[src/rtl/frc_pkg.sv]
package frc_pkg;
    localparam logic [7:0] OFF_CNT_LO = 8'h00;
    localparam logic [7:0] OFF_CNT_HI = 8'h04;
    localparam logic [7:0] OFF_NUM    = 8'h10;
    localparam logic [7:0] OFF_DEN    = 8'h14;

    typedef enum logic [2:0] {
        SEL_NONE,
        SEL_CNT_LO,
        SEL_CNT_HI,
        SEL_NUM,
        SEL_DEN
    } frc_sel_e;

    function automatic frc_sel_e frc_decode(input logic [7:0] a);
        case (a)
            OFF_CNT_LO: return SEL_CNT_LO;
            OFF_CNT_HI: return SEL_CNT_HI;
            OFF_NUM:    return SEL_NUM;
            OFF_DEN:    return SEL_DEN;
            default:    return SEL_NONE;
        endcase
    endfunction
endpackage

[src/rtl/frc_regs.sv]
module frc_regs
    import frc_pkg::*;
#(
    parameter int ADDR_W  = 8,
    parameter int DATA_W  = 32,
    parameter int DEF_NUM = 4,
    parameter int DEF_DEN = 25
) (
    input  logic              clk,
    input  logic              rst_n,
    input  logic              wr_en,
    input  logic [ADDR_W-1:0] addr,
    input  logic [DATA_W-1:0] wdata,
    output logic [DATA_W-1:0] num_reg,
    output logic [DATA_W-1:0] den_reg,
    output logic              ratio_wr
);
    typedef struct packed {
        logic [DATA_W-1:0] num;
        logic [DATA_W-1:0] den;
    } regs_s;

    localparam logic [DATA_W-1:0] RST_NUM = DATA_W'(DEF_NUM);
    localparam logic [DATA_W-1:0] RST_DEN = DATA_W'(DEF_DEN);

    regs_s    r_d, r_q;
    frc_sel_e sel;

    always_comb begin
        sel      = frc_decode(8'(addr));
        r_d      = r_q;
        ratio_wr = 1'b0;
        if (wr_en) begin
            if (sel == SEL_NUM) begin
                r_d.num  = wdata;
                ratio_wr = 1'b1;
            end else if (sel == SEL_DEN) begin
                r_d.den  = wdata;
                ratio_wr = 1'b1;
            end
        end
    end

    always_ff @(posedge clk or negedge rst_n) begin
        if (!rst_n) begin
            r_q.num <= RST_NUM;
            r_q.den <= RST_DEN;
        end else begin
            r_q <= r_d;
        end
    end

    assign num_reg = r_q.num;
    assign den_reg = r_q.den;


    num_store_chk: assert property (@(posedge clk) disable iff (!rst_n)
        (wr_en && addr == ADDR_W'(OFF_NUM)) |=> num_reg == $past(wdata));


    den_store_chk: assert property (@(posedge clk) disable iff (!rst_n)
        (wr_en && addr == ADDR_W'(OFF_DEN)) |=> den_reg == $past(wdata));
endmodule

[src/rtl/frc_accum.sv]
module frc_accum #(
    parameter int FRAC_W = 12
) (
    input  logic              clk,
    input  logic              rst_n,
    input  logic [FRAC_W-1:0] num,
    input  logic [FRAC_W-1:0] den,
    input  logic              clr,
    output logic              step
);
    typedef struct packed {
        logic [FRAC_W-1:0] acc;
    } acc_s;

    acc_s            a_d, a_q;
    logic [FRAC_W:0] sum;
    logic [FRAC_W:0] rem;

    always_comb begin
        sum  = {1'b0, a_q.acc} + {1'b0, num};
        rem  = sum - {1'b0, den};
        a_d  = a_q;
        step = 1'b0;
        if (clr || den == '0) begin
            a_d.acc = '0;
        end else if (num >= den) begin
            a_d.acc = '0;
            step    = 1'b1;
        end else if (sum >= {1'b0, den}) begin
            a_d.acc = rem[FRAC_W-1:0];
            step    = 1'b1;
        end else begin
            a_d.acc = sum[FRAC_W-1:0];
        end
    end

    always_ff @(posedge clk or negedge rst_n) begin
        if (!rst_n) a_q <= '0;
        else        a_q <= a_d;
    end


    acc_below_den_chk: assert property (@(posedge clk) disable iff (!rst_n)
        (den != '0) |-> (a_q.acc < den));


    clr_zeroes_acc_chk: assert property (@(posedge clk) disable iff (!rst_n)
        clr |=> (a_q.acc == '0));


    den_zero_clears_chk: assert property (@(posedge clk) disable iff (!rst_n)
        (den == '0) |=> (a_q.acc == '0));
endmodule

[src/rtl/frc_count.sv]
module frc_count
    import frc_pkg::*;
#(
    parameter int COUNT_W = 64,
    parameter int DATA_W  = 32,
    parameter int ADDR_W  = 8
) (
    input  logic               clk,
    input  logic               rst_n,
    input  logic               step,
    input  logic               rd_en,
    input  logic [ADDR_W-1:0]  addr,
    input  logic [DATA_W-1:0]  num_reg,
    input  logic [DATA_W-1:0]  den_reg,
    output logic [COUNT_W-1:0] count,
    output logic [DATA_W-1:0]  rdata
);
    localparam int SNAP_W = COUNT_W - DATA_W;

    typedef struct packed {
        logic [COUNT_W-1:0] cnt;
        logic [SNAP_W-1:0]  snap;
        logic [DATA_W-1:0]  rdata;
    } cnt_s;

    cnt_s     c_d, c_q;
    frc_sel_e sel;

    always_comb begin
        sel = frc_decode(8'(addr));
        c_d = c_q;
        if (step) c_d.cnt = c_q.cnt + COUNT_W'(1);
        if (rd_en) begin
            case (sel)
                SEL_CNT_LO: begin
                    c_d.rdata = c_q.cnt[DATA_W-1:0];
                    c_d.snap  = c_q.cnt[COUNT_W-1:DATA_W];
                end
                SEL_CNT_HI: c_d.rdata = DATA_W'(c_q.snap);
                SEL_NUM:    c_d.rdata = num_reg;
                SEL_DEN:    c_d.rdata = den_reg;
                default:    c_d.rdata = '0;
            endcase
        end
    end

    always_ff @(posedge clk or negedge rst_n) begin
        if (!rst_n) c_q <= '0;
        else        c_q <= c_d;
    end

    assign count = c_q.cnt;
    assign rdata = c_q.rdata;


    count_step_chk: assert property (@(posedge clk) disable iff (!rst_n)
        1'b1 |=> (count == $past(count)) || (count == $past(count) + COUNT_W'(1)));


    snap_capture_chk: assert property (@(posedge clk) disable iff (!rst_n)
        (rd_en && addr == ADDR_W'(OFF_CNT_LO)) |=> c_q.snap == $past(count[COUNT_W-1:DATA_W]));
endmodule

[src/rtl/frac_rate_counter.sv]
module frac_rate_counter #(
    parameter int ADDR_W  = 8,
    parameter int DATA_W  = 32,
    parameter int FRAC_W  = 12,
    parameter int COUNT_W = 64,
    parameter int DEF_NUM = 4,
    parameter int DEF_DEN = 25
) (
    input  logic               clk,
    input  logic               rst_n,
    input  logic               wr_en,
    input  logic               rd_en,
    input  logic [ADDR_W-1:0]  addr,
    input  logic [DATA_W-1:0]  wdata,
    output logic [DATA_W-1:0]  rdata,
    output logic [COUNT_W-1:0] count
);
    logic [DATA_W-1:0] num_reg;
    logic [DATA_W-1:0] den_reg;
    logic              ratio_wr;
    logic              step;

    frc_regs #(
        .ADDR_W (ADDR_W),
        .DATA_W (DATA_W),
        .DEF_NUM(DEF_NUM),
        .DEF_DEN(DEF_DEN)
    ) u_regs (
        .clk     (clk),
        .rst_n   (rst_n),
        .wr_en   (wr_en),
        .addr    (addr),
        .wdata   (wdata),
        .num_reg (num_reg),
        .den_reg (den_reg),
        .ratio_wr(ratio_wr)
    );

    frc_accum #(
        .FRAC_W(FRAC_W)
    ) u_accum (
        .clk  (clk),
        .rst_n(rst_n),
        .num  (num_reg[FRAC_W-1:0]),
        .den  (den_reg[FRAC_W-1:0]),
        .clr  (ratio_wr),
        .step (step)
    );

    frc_count #(
        .COUNT_W(COUNT_W),
        .DATA_W (DATA_W),
        .ADDR_W (ADDR_W)
    ) u_count (
        .clk    (clk),
        .rst_n  (rst_n),
        .step   (step),
        .rd_en  (rd_en),
        .addr   (addr),
        .num_reg(num_reg),
        .den_reg(den_reg),
        .count  (count),
        .rdata  (rdata)
    );


    den_zero_hold_chk: assert property (@(posedge clk) disable iff (!rst_n)
        (den_reg[FRAC_W-1:0] == '0) |=> $stable(count));


    wr_no_step_chk: assert property (@(posedge clk) disable iff (!rst_n)
        ratio_wr |=> $stable(count));


    full_rate_chk: assert property (@(posedge clk) disable iff (!rst_n)
        (!ratio_wr && den_reg[FRAC_W-1:0] != '0 && num_reg[FRAC_W-1:0] >= den_reg[FRAC_W-1:0])
        |=> count == $past(count) + COUNT_W'(1));
endmodule

[config.mk]
export PLATFORM = sky130hd
export DESIGN_NAME = frac_rate_counter
export DESIGN_NICKNAME = d
export VERILOG_FILES = /design/src/rtl/frc_pkg.sv /design/src/rtl/frc_regs.sv /design/src/rtl/frc_accum.sv /design/src/rtl/frc_count.sv /design/src/rtl/frac_rate_counter.sv
export SDC_FILE = /design/constraint.sdc
export NUM_CORES = 1
export LEC_CHECK = 0
export ABC_AREA = 1
export BUFFER_PORTS_ARGS = -buffer_cell sky130_fd_sc_hd__buf_2
export CORE_MARGIN = 4
export CORE_UTILIZATION = 30
export DETAILED_ROUTE_END_ITERATION = 16
export PLACE_DENSITY = 0.49
export SLEW_MARGIN = 0
export SYNTH_ARGS = -nofsm -noshare
export SYNTH_HDL_FRONTEND = slang
export SYNTH_SLANG_ARGS = --single-unit
export TNS_END_PERCENT = 30
[constraint.sdc]
create_clock -name clk -period 5.15 [get_ports clk]
set_clock_uncertainty 0.1 [all_clocks]
set_input_delay 0 -clock clk [delete_from_list [all_inputs] [get_ports clk]]
set_output_delay 0 -clock clk [all_outputs]
set_load 0.005 [all_outputs]
After elaboration in Yosys (flattened, before gate mapping)
Index checks and enable logic that the tools add are counted.
- input port bits: 44
- memories kept: 0
- register bits after elaboration: 204
- RAM bits: 0
- word-level logic and storage cells: 36
- bits in read-only memories: 0
- bits in latches: 0
- add/subtract/negate cells: 3
- shifts and indexed selects: 0
- reductions and logical operators: 6
- eq/ne operators: 7
- $mul: 0
- bitwise logic cells: 1
- magnitude comparators: 2
- multiplexer cells: 11
- div/mod/pow operators: 0
- operators by type and width (operator ; count):
    one-hot mux 32 bit (4 select lines) ; 1
    adder 64 x 1 -> 64 bit, second input constant ; 1
    2-to-1 mux 12 bit ; 3
    == test 8 x 5 -> 1 bit, second input constant ; 2
    adder 12 x 12 -> 13 bit ; 1
    >= comparator 13 x 12 -> 1 bit ; 1
    >= comparator 12 bit ; 1
    logical NOT 12 bit ; 1
    one-hot mux 3 bit (4 select lines) ; 1
    subtractor 12 bit ; 1
    == test 8 x 3 -> 1 bit, second input constant ; 1
    logical NOT 8 bit ; 1
    == test 3 x 2 -> 1 bit, second input constant ; 2
    2-to-1 mux 1 bit ; 6
    AND reduction 2 bit ; 2
    == test 3 x 1 -> 1 bit, second input constant ; 1
    == test 3 bit, second input constant ; 1
    AND reduction 3 bit ; 1
    logical OR 1 bit ; 1
    NOT 1 bit ; 1

Depth between registers and ports, before layout
- word-level depth: 8
- mapped depth: 25
- mapped depth without buffers: 23

Cells and area by module
Synthesis repeated with hierarchy kept, for this count alone.
- cells, all modules: 1692
- area, all modules: 12739.7 um^2
- modules (own cells, without submodules) (module ; sequential area each (um^2) ; area each (um^2) ; cells an instance ; instances):
    frc_count ; 3203.1 ; 7768.7 ; 1056 ; 1
    frc_regs ; 1606.5 ; 2783.9 ; 304 ; 1
    frc_accum ; 300.3 ; 2187.1 ; 332 ; 1

Least setup slack after synthesis
Ideal clock, no wire load.
- path type: register -> register
- start point: reg, netlist name u_regs.num_reg[0]
- end point: reg u_count.c_q, in the netlist u_count.count[12]
- clock period less this slack: 3.172 ns
- cell stages (with the launch flop): 22
- arrival: 2.955 ns
- buffers on the path: 2
- required time: 4.933 ns
- library setup time: 0.117 ns
- slack: 1.978 ns
- path through: dfrtp_1 > ha_1 > fa_1 > nand3_1 > nand2_1 > nand3_1 > nand2_1 > xor2_1 > inv_1 > ha_1 > nand2_1 > nand2_1 > a21oi_1 > nand3_2 > nand2_2 > nand2_2 > nand2_4 > nand3_4 > buf_4 > buf_4 > nand3_1 > nand2_1
- longest elaborated chain between the ends: 5
- elaborated cells on any way between the ends: 6
- those cells by class: add/sub: 1; order compare: 2; mux: 3
- ends and longest elaborated chain (item ; RTL line ; RTL):
    adder 12 x 12 -> 13 bit ; frc_accum.sv:20 ; sum = {1'b0, a_q.acc} + {1'b0, num};
    >= comparator 13 x 12 -> 1 bit ; frc_accum.sv:29 ; end else if (sum >= {1'b0, den}) begin
    2-to-1 mux 1 bit ; frc_accum.sv:29 ;
    2-to-1 mux 1 bit (*) ; frc_accum.sv:26 ; end else if (num >= den) begin
    2-to-1 mux 1 bit (*) ; frc_accum.sv:24 ; if (clr || den == '0) begin
    end signal: assignment ; frc_count.sv:48 ; if (!rst_n) c_q <= '0;
    end signal: assignment ; frc_count.sv:49 ; else c_q <= c_d;
    end: declaration ; frc_count.sv:26 ; cnt_s c_d, c_q;
Mark *: on every way between the ends. The rest lies on a longest branch, timed or not.
A chain may end at the register's enable or synchronous reset.

Worst setup path in the final report
- start point: reg, netlist name u_regs.num_reg[0]
- end point: reg u_count.c_q, in the netlist u_count.count[52]
- longest elaborated chain between the ends: 5
- elaborated cells on any way between the ends: 6
- those cells by class: add/sub: 1; order compare: 2; mux: 3
- ends and longest elaborated chain (item ; RTL line):
    adder 12 x 12 -> 13 bit ; frc_accum.sv:20
    >= comparator 13 x 12 -> 1 bit ; frc_accum.sv:29
    2-to-1 mux 1 bit ; frc_accum.sv:29
    2-to-1 mux 1 bit (*) ; frc_accum.sv:26
    2-to-1 mux 1 bit (*) ; frc_accum.sv:24
Marked as above.

==> flow_summary_export.csv <==
group,metric,value,unit
sta,drv_slew,0,
worst_setup_path,critPathCaptureType,"register",
synth,ys_seq_elements,204,
synth,synth_top_area_frac,0.3887,
clock_network,cts_tree,"done",
worst_setup_path,cp-start-kind,"register",
route,vias,11570,
sta,clock.fmax,0.2553,GHz
global_route,busiest_layer,"met2",
finish,layout_common_cells,"531 x nand2_1, 205 x inv_1, 200 x dfrtp_1, 178 x o21ai_0, 155 x nor2_1",
worst_setup_path,slowest_delay,0.60,ns
placement,gp_congestion,0.9149,
synth,syn_nets,1881,
die,row_count,75,
finish,synthToLayoutAreaGrowth,13.53,%
sta,period_minus_slack,3.916,ns
min_path,hold_depth,4,
route,first_pass_iters,5,
clock_network,clk_latency,0.57,ns
die,die_x,215.2,um
worst_setup_path,path_cells,"ha_1, fa_1, nand3_1, nand2_1, nand3_1, nand2_1, xor2_1, inv_1, ha_1, nand2_1, nor2_1, nand3_1, nand3_2, nand2_2, nand2_2, nand2_4, nand3_4, buf_4, nand3_1, nand2_1",
global_route,grt_usage,0.1904,
route,final_antenna_net_count,0,
synth,yosysWarnings,0,
clock_network,cts-buffers-inserted,25,
finish,largest_reg_flops,64,
global_route,grt_max_degree,161,
finish,fill_cells,4561,
sta,maxSlewHeadroom,0.2543,
sta,rsz0062_at_grt,"false",
clock_network,clk_pin_slew,0.06,ns
synth,synth_cells,1798,
pwr,p_leak,7.157,nW
clock_network,postCtsSetupRepairBufs,0,
synth,ys_seq_area_frac,0.3969,
pwr,powerDensity,377.2,nW/um^2
global_route,use_met3,0.02839,
finish,drive_above_1_share,0.1140,
sta,hold_viol_final,0,
worst_setup_path,cp.arrival,4.30,ns
sta,finalCritPeriodShare,0.7604,
sta,setup_tns,0,ns
die,fp.coreArea,42230,um^2
die,num_io_pins,140,
clock_network,clkSinkCount,204,
worst_setup_path,crit_required,5.53,ns
die,initial_core_util,0.3049,
route,via_per_inst,4.791,
global_route,gr-total-overflow,0,
clock_network,htree_levels,1,
job,drv_cap,0,
finish,postLayoutCoreUtil,0.3461,
sta,setup_violations,0,
synth,synth_edf_count,0,
synth,synth_flop_cell,"dfrtp_1",
finish,layout_commonest_cell,"nand2_1",
global_route,use_met1,0.2721,
clock_network,cts-root-buf,"clkbuf_16",
route,wl,45.34,mm
worst_setup_path,crit_path_max_fanout,68,
outcome,status,"complete, no violations",
synth,synth_area_leader_cell,"dfrtp_1",
synth,synthTopCellsByArea,"dfrtp_1 39%, nand2_1 16%, o21ai_0 6.9%",
synth,syn_area,12870,um^2
clock_network,clockBufferDepth,3,
placement,dp_hpwl,33.90,mm
global_route,grt_use_met2,0.3041,
synth,avgSynthCellArea,7.161,um^2
worst_setup_path,critPathKind,"register to register",
pwr,vdd_drop_max,240.2,uV
min_path,hold_class,"primary input to register",
finish,nets,1941,
global_route,grt_pass1_wl,69.32,mm
route,post_drt_wl_per_cell,18.77,um
die,die_h,215.2,um
worst_setup_path,critical-path-slowest-cell,"buf_4",
sta,worst_pin_slew,1.115,ns
synth,ys_async_sr_fraction,1.000,
global_route,grt_pass1_vias,11260,
synth,synth.distinct_cells,41,
worst_setup_path,reg2reg_depth,20,
placement,portBuffers,139,
die,dieArea,46290,um^2
global_route,antenna_found_initial,3,
finish,antenna_cells,0,
route,drc_errors,0,
route,drt_iter0_drc,858,
## layout make-up
| cell class | count | area [um^2] | area share |
|---|---|---|---|
| clock inverter | 9 | 92.59 | 0.006335 |
| sequential | 204 | 5110 | 0.3496 |
| tap | 539 | 674.4 | 0.04614 |
| timing repair buffer | 187 | 1202 | 0.08226 |
| multi-input combinational | 1232 | 6016 | 0.4116 |
| inverter | 208 | 780.7 | 0.05342 |
| clock buffer | 37 | 740.7 | 0.05068 |
## critical path, delay by kind of cell (launching register included)
family	cells	cell delay, ns
adders and majority gates	3	1.01
DFF	1	0.38
buffers and inverters	2	0.67
and+or+nand+nor	14	1.45
xor gates and xnor gates	1	0.19
## worst paths after layout
kind | startpoint | to | slack (ns)
max | u_regs.num_reg[0] | u_count.count[52] | 1.23
min | wdata[28] | u_regs.num_reg[28] | 0.10
max reg2reg | u_regs.num_reg[0] | u_count.count[52] | 1.23
min reg2reg | u_regs.den_reg[28] | u_regs.den_reg[28] | 0.38
max in group asynchronous | rst_n | u_regs.den_reg[28] | 3.62
min in group asynchronous | rst_n | u_count.count[51] | 0.44
## power by group
| part | switching [mW] | internal, mW | leakage, nW |
|---|---|---|---|
| registers | 0.0861 | 1.72 | 2.62 |
| clock network | 0.750 | 1.05 | 0.416 |
| logic | 1.26 | 0.647 | 4.12 |
## cell usage after synthesis (all sizes together), types with 6 or more instances
master / n
inv: 206
a21oi: 29
nor2: 160
xor2: 52
o22ai: 9
ha: 37
nand4: 18
dfrtp: 200
nand3: 137
buf: 117
o21ai: 178
nor3: 33
o21bai: 9
nand2: 538
xnor2: 6
clkbuf: 37
## through the flow
step	instance area (um^2)	hold WS, ns	cells	setup WS [ns]	total power, mW
floorplan	12870	-0.3956	1798	1.978	3.258
global placement	13390	-0.1323	2332	1.275	3.720
detailed placement	13390	-0.1286	2332	1.244	3.718
CTS	14620	0.07090	2416	1.206	5.573
global route	14620	0.1072	2416	0.7982	5.906
finish	14620	0.1007	2416	1.234	5.514
## routing by layer
layer,part of all wire,vias up
met4,0.027,4
met3,0.049,62
met2,0.45,291
li1,-,5751
met1,0.47,5466
met5,0.00071,-
## logic make-up (layout without fill, tap and decap cells)
group	after synthesis	after routing	share of synthesized area
XOR/XNOR	58	58	0.03946
buffers and inverters	362	441	0.1364
AND/OR/NAND/NOR	895	895	0.2887
flip-flops	204	204	0.3969
AO/OA/AOI/OAI	239	239	0.09854
multiplexers	1	1	0.0008746
adder cells (fa/ha/maj)	39	39	0.03907
## repair_timing
action / CTS / global route
hold endpoints to repair: 275 / 0
gates resized for setup: 0 / 0
hold buffers: 38 / 0
Note: power is estimated with default switching activity, not from simulation.
